File: src/rtl/pcseq_pkg.sv
package pcseq_pkg;

    localparam int unsigned OPC_W = 6;

    localparam logic [OPC_W-1:0] OPC_JUMP = 6'd2;
    localparam logic [OPC_W-1:0] OPC_BEQ  = 6'd31;

    typedef enum logic [1:0] {
        FLOW_SEQ      = 2'd0,
        FLOW_JUMP     = 2'd1,
        FLOW_BR_TAKEN = 2'd2,
        FLOW_BR_FALL  = 2'd3
    } flow_kind_t;

endpackage

File: src/rtl/pcseq_compare.sv
module pcseq_compare #(
    parameter int unsigned DATA_W = 32
) (
    input  logic [DATA_W-1:0] lhs,
    input  logic [DATA_W-1:0] rhs,
    output logic              same
);
    logic [DATA_W-1:0] diff;

    always_comb begin
        diff = lhs ^ rhs;
        same = ~|diff;
    end
endmodule

File: src/rtl/pcseq_decode.sv
module pcseq_decode
    import pcseq_pkg::*;
(
    input  logic [OPC_W-1:0] opcode,
    input  logic             operands_equal,
    output flow_kind_t       kind
);
    always_comb begin
        if (opcode == OPC_JUMP) begin
            kind = FLOW_JUMP;
        end else if (opcode == OPC_BEQ) begin
            kind = operands_equal ? FLOW_BR_TAKEN : FLOW_BR_FALL;
        end else begin
            kind = FLOW_SEQ;
        end
    end
endmodule

File: src/rtl/pcseq_target.sv
module pcseq_target
    import pcseq_pkg::*;
#(
    parameter int unsigned ADDR_W = 32,
    parameter int unsigned JADR_W = 26,
    parameter int unsigned OFF_W  = 16,
    parameter int unsigned STEP   = 4
) (
    input  logic [ADDR_W-1:0] pc_now,
    input  logic [JADR_W-1:0] field,
    input  flow_kind_t        kind,
    output logic [ADDR_W-1:0] pc_next
);
    localparam int unsigned ALIGN_W = $clog2(STEP);
    localparam int unsigned HI_W    = ADDR_W - JADR_W - ALIGN_W;
    localparam int unsigned SEXT_W  = ADDR_W - OFF_W - ALIGN_W;

    logic [ADDR_W-1:0] incr;
    logic [ADDR_W-1:0] offset;
    logic [ADDR_W-1:0] jump_dst;
    logic [ADDR_W-1:0] branch_dst;

    always_comb begin
        incr       = pc_now + ADDR_W'(STEP);
        offset     = {{SEXT_W{field[OFF_W-1]}}, field[OFF_W-1:0], {ALIGN_W{1'b0}}};
        jump_dst   = {incr[ADDR_W-1 -: HI_W], field, {ALIGN_W{1'b0}}};
        branch_dst = incr + offset;

        unique case (kind)
            FLOW_SEQ:      pc_next = incr;
            FLOW_JUMP:     pc_next = jump_dst;
            FLOW_BR_TAKEN: pc_next = branch_dst;
            FLOW_BR_FALL:  pc_next = incr;
            default:       pc_next = incr;
        endcase
    end
endmodule

File: src/rtl/pcseq_unit.sv
module pcseq_unit
    import pcseq_pkg::*;
#(
    parameter int unsigned ADDR_W  = 32,
    parameter int unsigned INSTR_W = 32,
    parameter int unsigned JADR_W  = 26,
    parameter int unsigned OFF_W   = 16,
    parameter int unsigned STEP    = 4
) (
    input  logic               clk,
    input  logic               rst,
    input  logic               adv_en,
    input  logic [INSTR_W-1:0] instr,
    input  logic [ADDR_W-1:0]  cmp_a,
    input  logic [ADDR_W-1:0]  cmp_b,
    output logic [ADDR_W-1:0]  pc,
    output logic               redirect
);
    localparam int unsigned ALIGN_W = $clog2(STEP);

    logic [ADDR_W-1:0] pc_q;
    logic [ADDR_W-1:0] pc_d;
    logic              ops_same;
    flow_kind_t        kind;

    pcseq_compare #(.DATA_W(ADDR_W)) u_cmp (
        .lhs  (cmp_a),
        .rhs  (cmp_b),
        .same (ops_same)
    );

    pcseq_decode u_dec (
        .opcode         (instr[INSTR_W-1 -: OPC_W]),
        .operands_equal (ops_same),
        .kind           (kind)
    );

    pcseq_target #(
        .ADDR_W (ADDR_W),
        .JADR_W (JADR_W),
        .OFF_W  (OFF_W),
        .STEP   (STEP)
    ) u_tgt (
        .pc_now  (pc_q),
        .field   (instr[JADR_W-1:0]),
        .kind    (kind),
        .pc_next (pc_d)
    );

    // State register: the program counter.
    always_ff @(posedge clk) begin
        if (rst) begin
            pc_q <= '0;
        end else if (adv_en) begin
            pc_q <= pc_d;
        end
    end

    // Outputs.
    always_comb begin
        pc = pc_q;
        unique case (kind)
            FLOW_JUMP, FLOW_BR_TAKEN: redirect = adv_en & ~rst;
            FLOW_SEQ, FLOW_BR_FALL:   redirect = 1'b0;
            default:                  redirect = 1'b0;
        endcase
    end

    // first cycle after reset shows address zero.
    assert_reset_zero_R1: assert property (@(posedge clk) disable iff (rst)
        $past(rst) |-> (pc == '0));

    // stall holds the PC and never redirects.
    assert_stall_hold_R2: assert property (@(posedge clk) disable iff (rst)
        !adv_en |=> (pc == $past(pc)));

    assert_stall_quiet_R2: assert property (@(posedge clk) disable iff (rst)
        !adv_en |-> !redirect);

    // advancing without redirect steps by one word.
    assert_seq_step_R3: assert property (@(posedge clk) disable iff (rst)
        (adv_en && !redirect) |=> (pc == $past(pc) + ADDR_W'(STEP)));

    // jump places the target field into the word-address bits.
    assert_jump_field_R4: assert property (@(posedge clk) disable iff (rst)
        (adv_en && instr[INSTR_W-1 -: OPC_W] == OPC_JUMP)
        |=> (pc[JADR_W+ALIGN_W-1:0] == {$past(instr[JADR_W-1:0]), {ALIGN_W{1'b0}}}));

    // a branch-if-equal with unequal operands never redirects.
    assert_fall_quiet_R7: assert property (@(posedge clk) disable iff (rst)
        (instr[INSTR_W-1 -: OPC_W] == OPC_BEQ && cmp_a != cmp_b) |-> !redirect);

    // the PC stays word aligned.
    assert_aligned_R8: assert property (@(posedge clk) disable iff (rst)
        pc[ALIGN_W-1:0] == '0);

endmodule

File: config.mk
export PLATFORM = sky130hd
export DESIGN_NAME = pcseq_unit
export DESIGN_NICKNAME = d
export VERILOG_FILES = /design/src/rtl/pcseq_pkg.sv /design/src/rtl/pcseq_compare.sv /design/src/rtl/pcseq_decode.sv /design/src/rtl/pcseq_target.sv /design/src/rtl/pcseq_unit.sv
export SDC_FILE = /design/constraint.sdc
export NUM_CORES = 1
export LEC_CHECK = 0
export CAP_MARGIN = 5
export CORE_ASPECT_RATIO = 0.5
export CORE_MARGIN = 10
export CORE_UTILIZATION = 40
export DETAILED_ROUTE_END_ITERATION = 8
export GPL_TIMING_DRIVEN = 0
export PLACE_DENSITY = 0.73
export SYNTH_ARGS = -nofsm -noshare
export SYNTH_HDL_FRONTEND = slang
export SYNTH_SLANG_ARGS = --single-unit
File: constraint.sdc
create_clock -name clk -period 3.2 [get_ports clk]
set_input_delay 0.32 -clock clk [delete_from_list [all_inputs] [get_ports clk]]
set_output_delay 0.32 -clock clk [all_outputs]
set_load 0.01 [all_outputs]
==> impl_metrics.json <==
{
  "num_rows": 26,
  "post-route-drc-count": 0,
  "grt_max_degree": 20,
  "synth_flop_cell": "dfxtp_1",
  "clockRootBuffer": "clkbuf_16",
  "htree_num_levels": 2,
  "r2r_start": "pc[2]",
  "synth_top_family_by_area": "compound AO/OA/AOI/OAI gates",
  "dieArea_um2": 15500,
  "place_congestion": 0.952,
  "antenna_left": 0,
  "tns_ns": -3.37,
  "insertion_delay_ns": 0.30,
  "syn-cell-area_um2": 4270,
  "grt_pass1_wl_mm": 26.8,
  "worst_slew_margin_rel": 0.268,
  "cts_inserted_buffers": 5,
  "async_reset_ff_frac": 0,
  "global_route.overflow_total": 0,
  "nets": 889,
  "dpl_worst_slack_ns": -0.633,
  "cts_buffer_depth": 2,
  "wl_mm": 18.3,
  "start_util": 0.414,
  "crit_fanout": 3,
  "fmax_mhz": 275,
  "cp-end-kind": "flip-flop",
  "status": "finished, violations left",
  "setup_viol": 14,
  "synthDistinctLibCells": 66,
  "worstSetupPathType": "reg2reg",
  "synth_area_leader_cell": "dfxtp_1",
  "ys.warnings.count": 0,
  "synth_edf_count": 0,
  "io_buffer_count": 129,
  "hold_viol_final": 0,
  "setup_ws_ns": -0.438,
  "n_antenna_cell": 0,
  "first_global_vias": 5134,
  "area_growth_pct": 60.5,
  "fillers": 821,
  "ys_ff_latch": 30,
  "synth_xor_area_frac": 0.156,
  "dr_total_vias": 5474,
  "dp.final_hpwl_mm": 13.0,
  "ir_drop_mv": 0.192,
  "critical_path_arrival_ns": 3.83,
  "synth_area_leaders": "dfxtp_1, xnor2_1, ha_1, a21oi_1, nor2_1",
  "p_leak_nw": 2.76,
  "startpoint_type": "flip-flop",
  "synthSimpleGateAreaFrac": 0.249,
  "final.setup_skew_ns": 0.0119,
  "slew_violations": 0,
  "largest_reg_flops": 30,
  "synth-adder-area-share": 0.116,
  "clk_pin_slew_worst_paths_ns": 0.06,
  "io_pins": 132,
  "layout-drive-gt1-share": 0.215,
  "syn_inst": 579,
  "final.period_utilization": 1.14,
  "synth.top_cell.area_share": 0.141,
  "hp-start": "pc[10]",
  "violations": "negative setup slack",
  "period_needed_ns": 3.64,
  "synth_compound_area_frac": 0.265,
  "hold_depth": 2,
  "wire_per_inst_um": 20.5,
  "core_area_um2": 10300,
  "r2r_cells": 15,
  "drv_cap": 0,
  "synth.mux.area_fraction": 0.0237,
  "track_usage": 0.208,
  "first_iter_violations": 586,
  "via_per_inst": 6.14,
  "antenna_found_initial": 0,
  "numClockSinks": 30,
  "critPathMaxStageDelay_ns": 0.48,
  "required_ns": 3.39,
  "ys_top_cells_by_count": "xnor2_1, nor2_1, nand2_1",
  "crit_path_start": "pc[2]",
  "crit_path_top_delay_cell": "or4_1",
  "rsz0062_at_grt": "yes",
  "cts_tree": "yes",
  "path_cells": "ha_4 > nand4_1 > nor4_4 > buf_4 > buf_6 > nand4_1 > xnor2_2 > ha_1 > a21o_1 > a21oi_2 > nand2_2 > nor4_4 > nor3_2 > or4_1 > a41o_1",
  "synth.most_common_cell": "xnor2_1",
  "syn_avg_cell_area_um2": 7.38,
  "min_path_type": "reg2reg",
  "worstMarginPinSlew_ns": 1.10,
  "dieWidth_um": 166,
  "seq_area_frac_synth": 0.141,
  "die_h_um": 93.1,
  "timing.hold.ws_ns": 0.525,
  "drt-pass1-iter-count": 6,
  "powerDensity_nw_per_um2": 236
}
[through the flow]
stage	utilization	instances	area [um^2]	total power [W]
after global routing	0.665	892	6860	0.00168
after floorplan	-	580	4340	0.000733
final	0.665	892	6860	0.00162
after CTS	0.619	879	6380	0.00153
after detailed placement	0.563	849	5810	0.000986
after global placement	0.563	849	5810	0.000977
[routing by layer]
metal  wire [um]  vias to the layer above  track usage
met3        1900                       52       0.0409
met5           0                        -            0
li1            -                     2488            -
met2        8880                      336        0.373
met4         497                        0       0.0425
met1        7010                     2598        0.256
[layout make-up]
cell class                 count  area [um^2]  share of cell area
clock inverter                 2         11.3             0.00164
inverter                      28          109              0.0159
timing repair buffer         165         1580               0.230
multi-input combinational    497         4100               0.598
clock buffer                   6          139              0.0203
sequential                    30          628              0.0916
buffer                        24          116              0.0170
tap                          140          175              0.0255
[placed cells by master (no fill, tap or decap), types with 8 or more instances in the layout]
cell type	instances
a21o_1	14
a21oi_1	23
a21oi_2	9
and3_1	10
buf_4	35
clkbuf_1	14
clkdlybuf4s50_1	127
dfxtp_1	16
dfxtp_2	10
ha_1	27
ha_4	8
inv_1	24
mux2i_1	9
nand2_1	38
nand2b_1	15
nand3_1	17
nand4_1	22
nor2_1	41
nor2b_1	9
o21ai_0	29
xnor2_1	53
xnor2_2	12
xor2_1	9
[repair_timing]
action	CTS	global route
pin swaps	35	35
gates resized for setup	57	82
buffers inserted	27	14
endpoints found under the setup margin	27	26
hold buffers	0	0
[kinds of logic (layout without fill, tap and decap cells)]
| kind of cell | count (synthesis) | after routing |
|---|---|---|
| compound gates | 167 | 167 |
| xor+xnor | 76 | 76 |
| fa+ha+maj | 39 | 39 |
| buf+inv | 53 | 225 |
| flops | 30 | 30 |
| mux | 10 | 10 |
| other cells | 1 | 2 |
| simple gates | 203 | 203 |
[path summary, 6_finish.rpt]
| check | end | slack [ns] |
|---|---|---|
| setup / recovery | pc[31] | -0.44 |
| hold reg to reg | pc[10] | 0.53 |
| setup reg to reg | pc[31] | -0.44 |
| hold / removal | pc[10] | 0.53 |
[power by group]
| part | internal [W] | switching, W | total, W | leakage (nW) |
|---|---|---|---|---|
| Combinational | 0.000351 | 0.000332 | 0.000683 | 2.43 |
| Clock | 0.000309 | 0.000216 | 0.000525 | 0.0772 |
| Sequential | 0.000388 | 0.0000246 | 0.000413 | 0.252 |
[critical path: cells and delay by family (launching register included)]
kind / cells / cell delay (ns)
buffers and inverters: 2 / 0.28
AO/OA/AOI/OAI: 3 / 0.65
adder cells (fa/ha/maj): 2 / 0.42
flip-flops: 1 / 0.36
AND/OR/NAND/NOR: 7 / 1.59
XOR/XNOR: 1 / 0.24
Note: power is estimated with default switching activity, not from simulation.
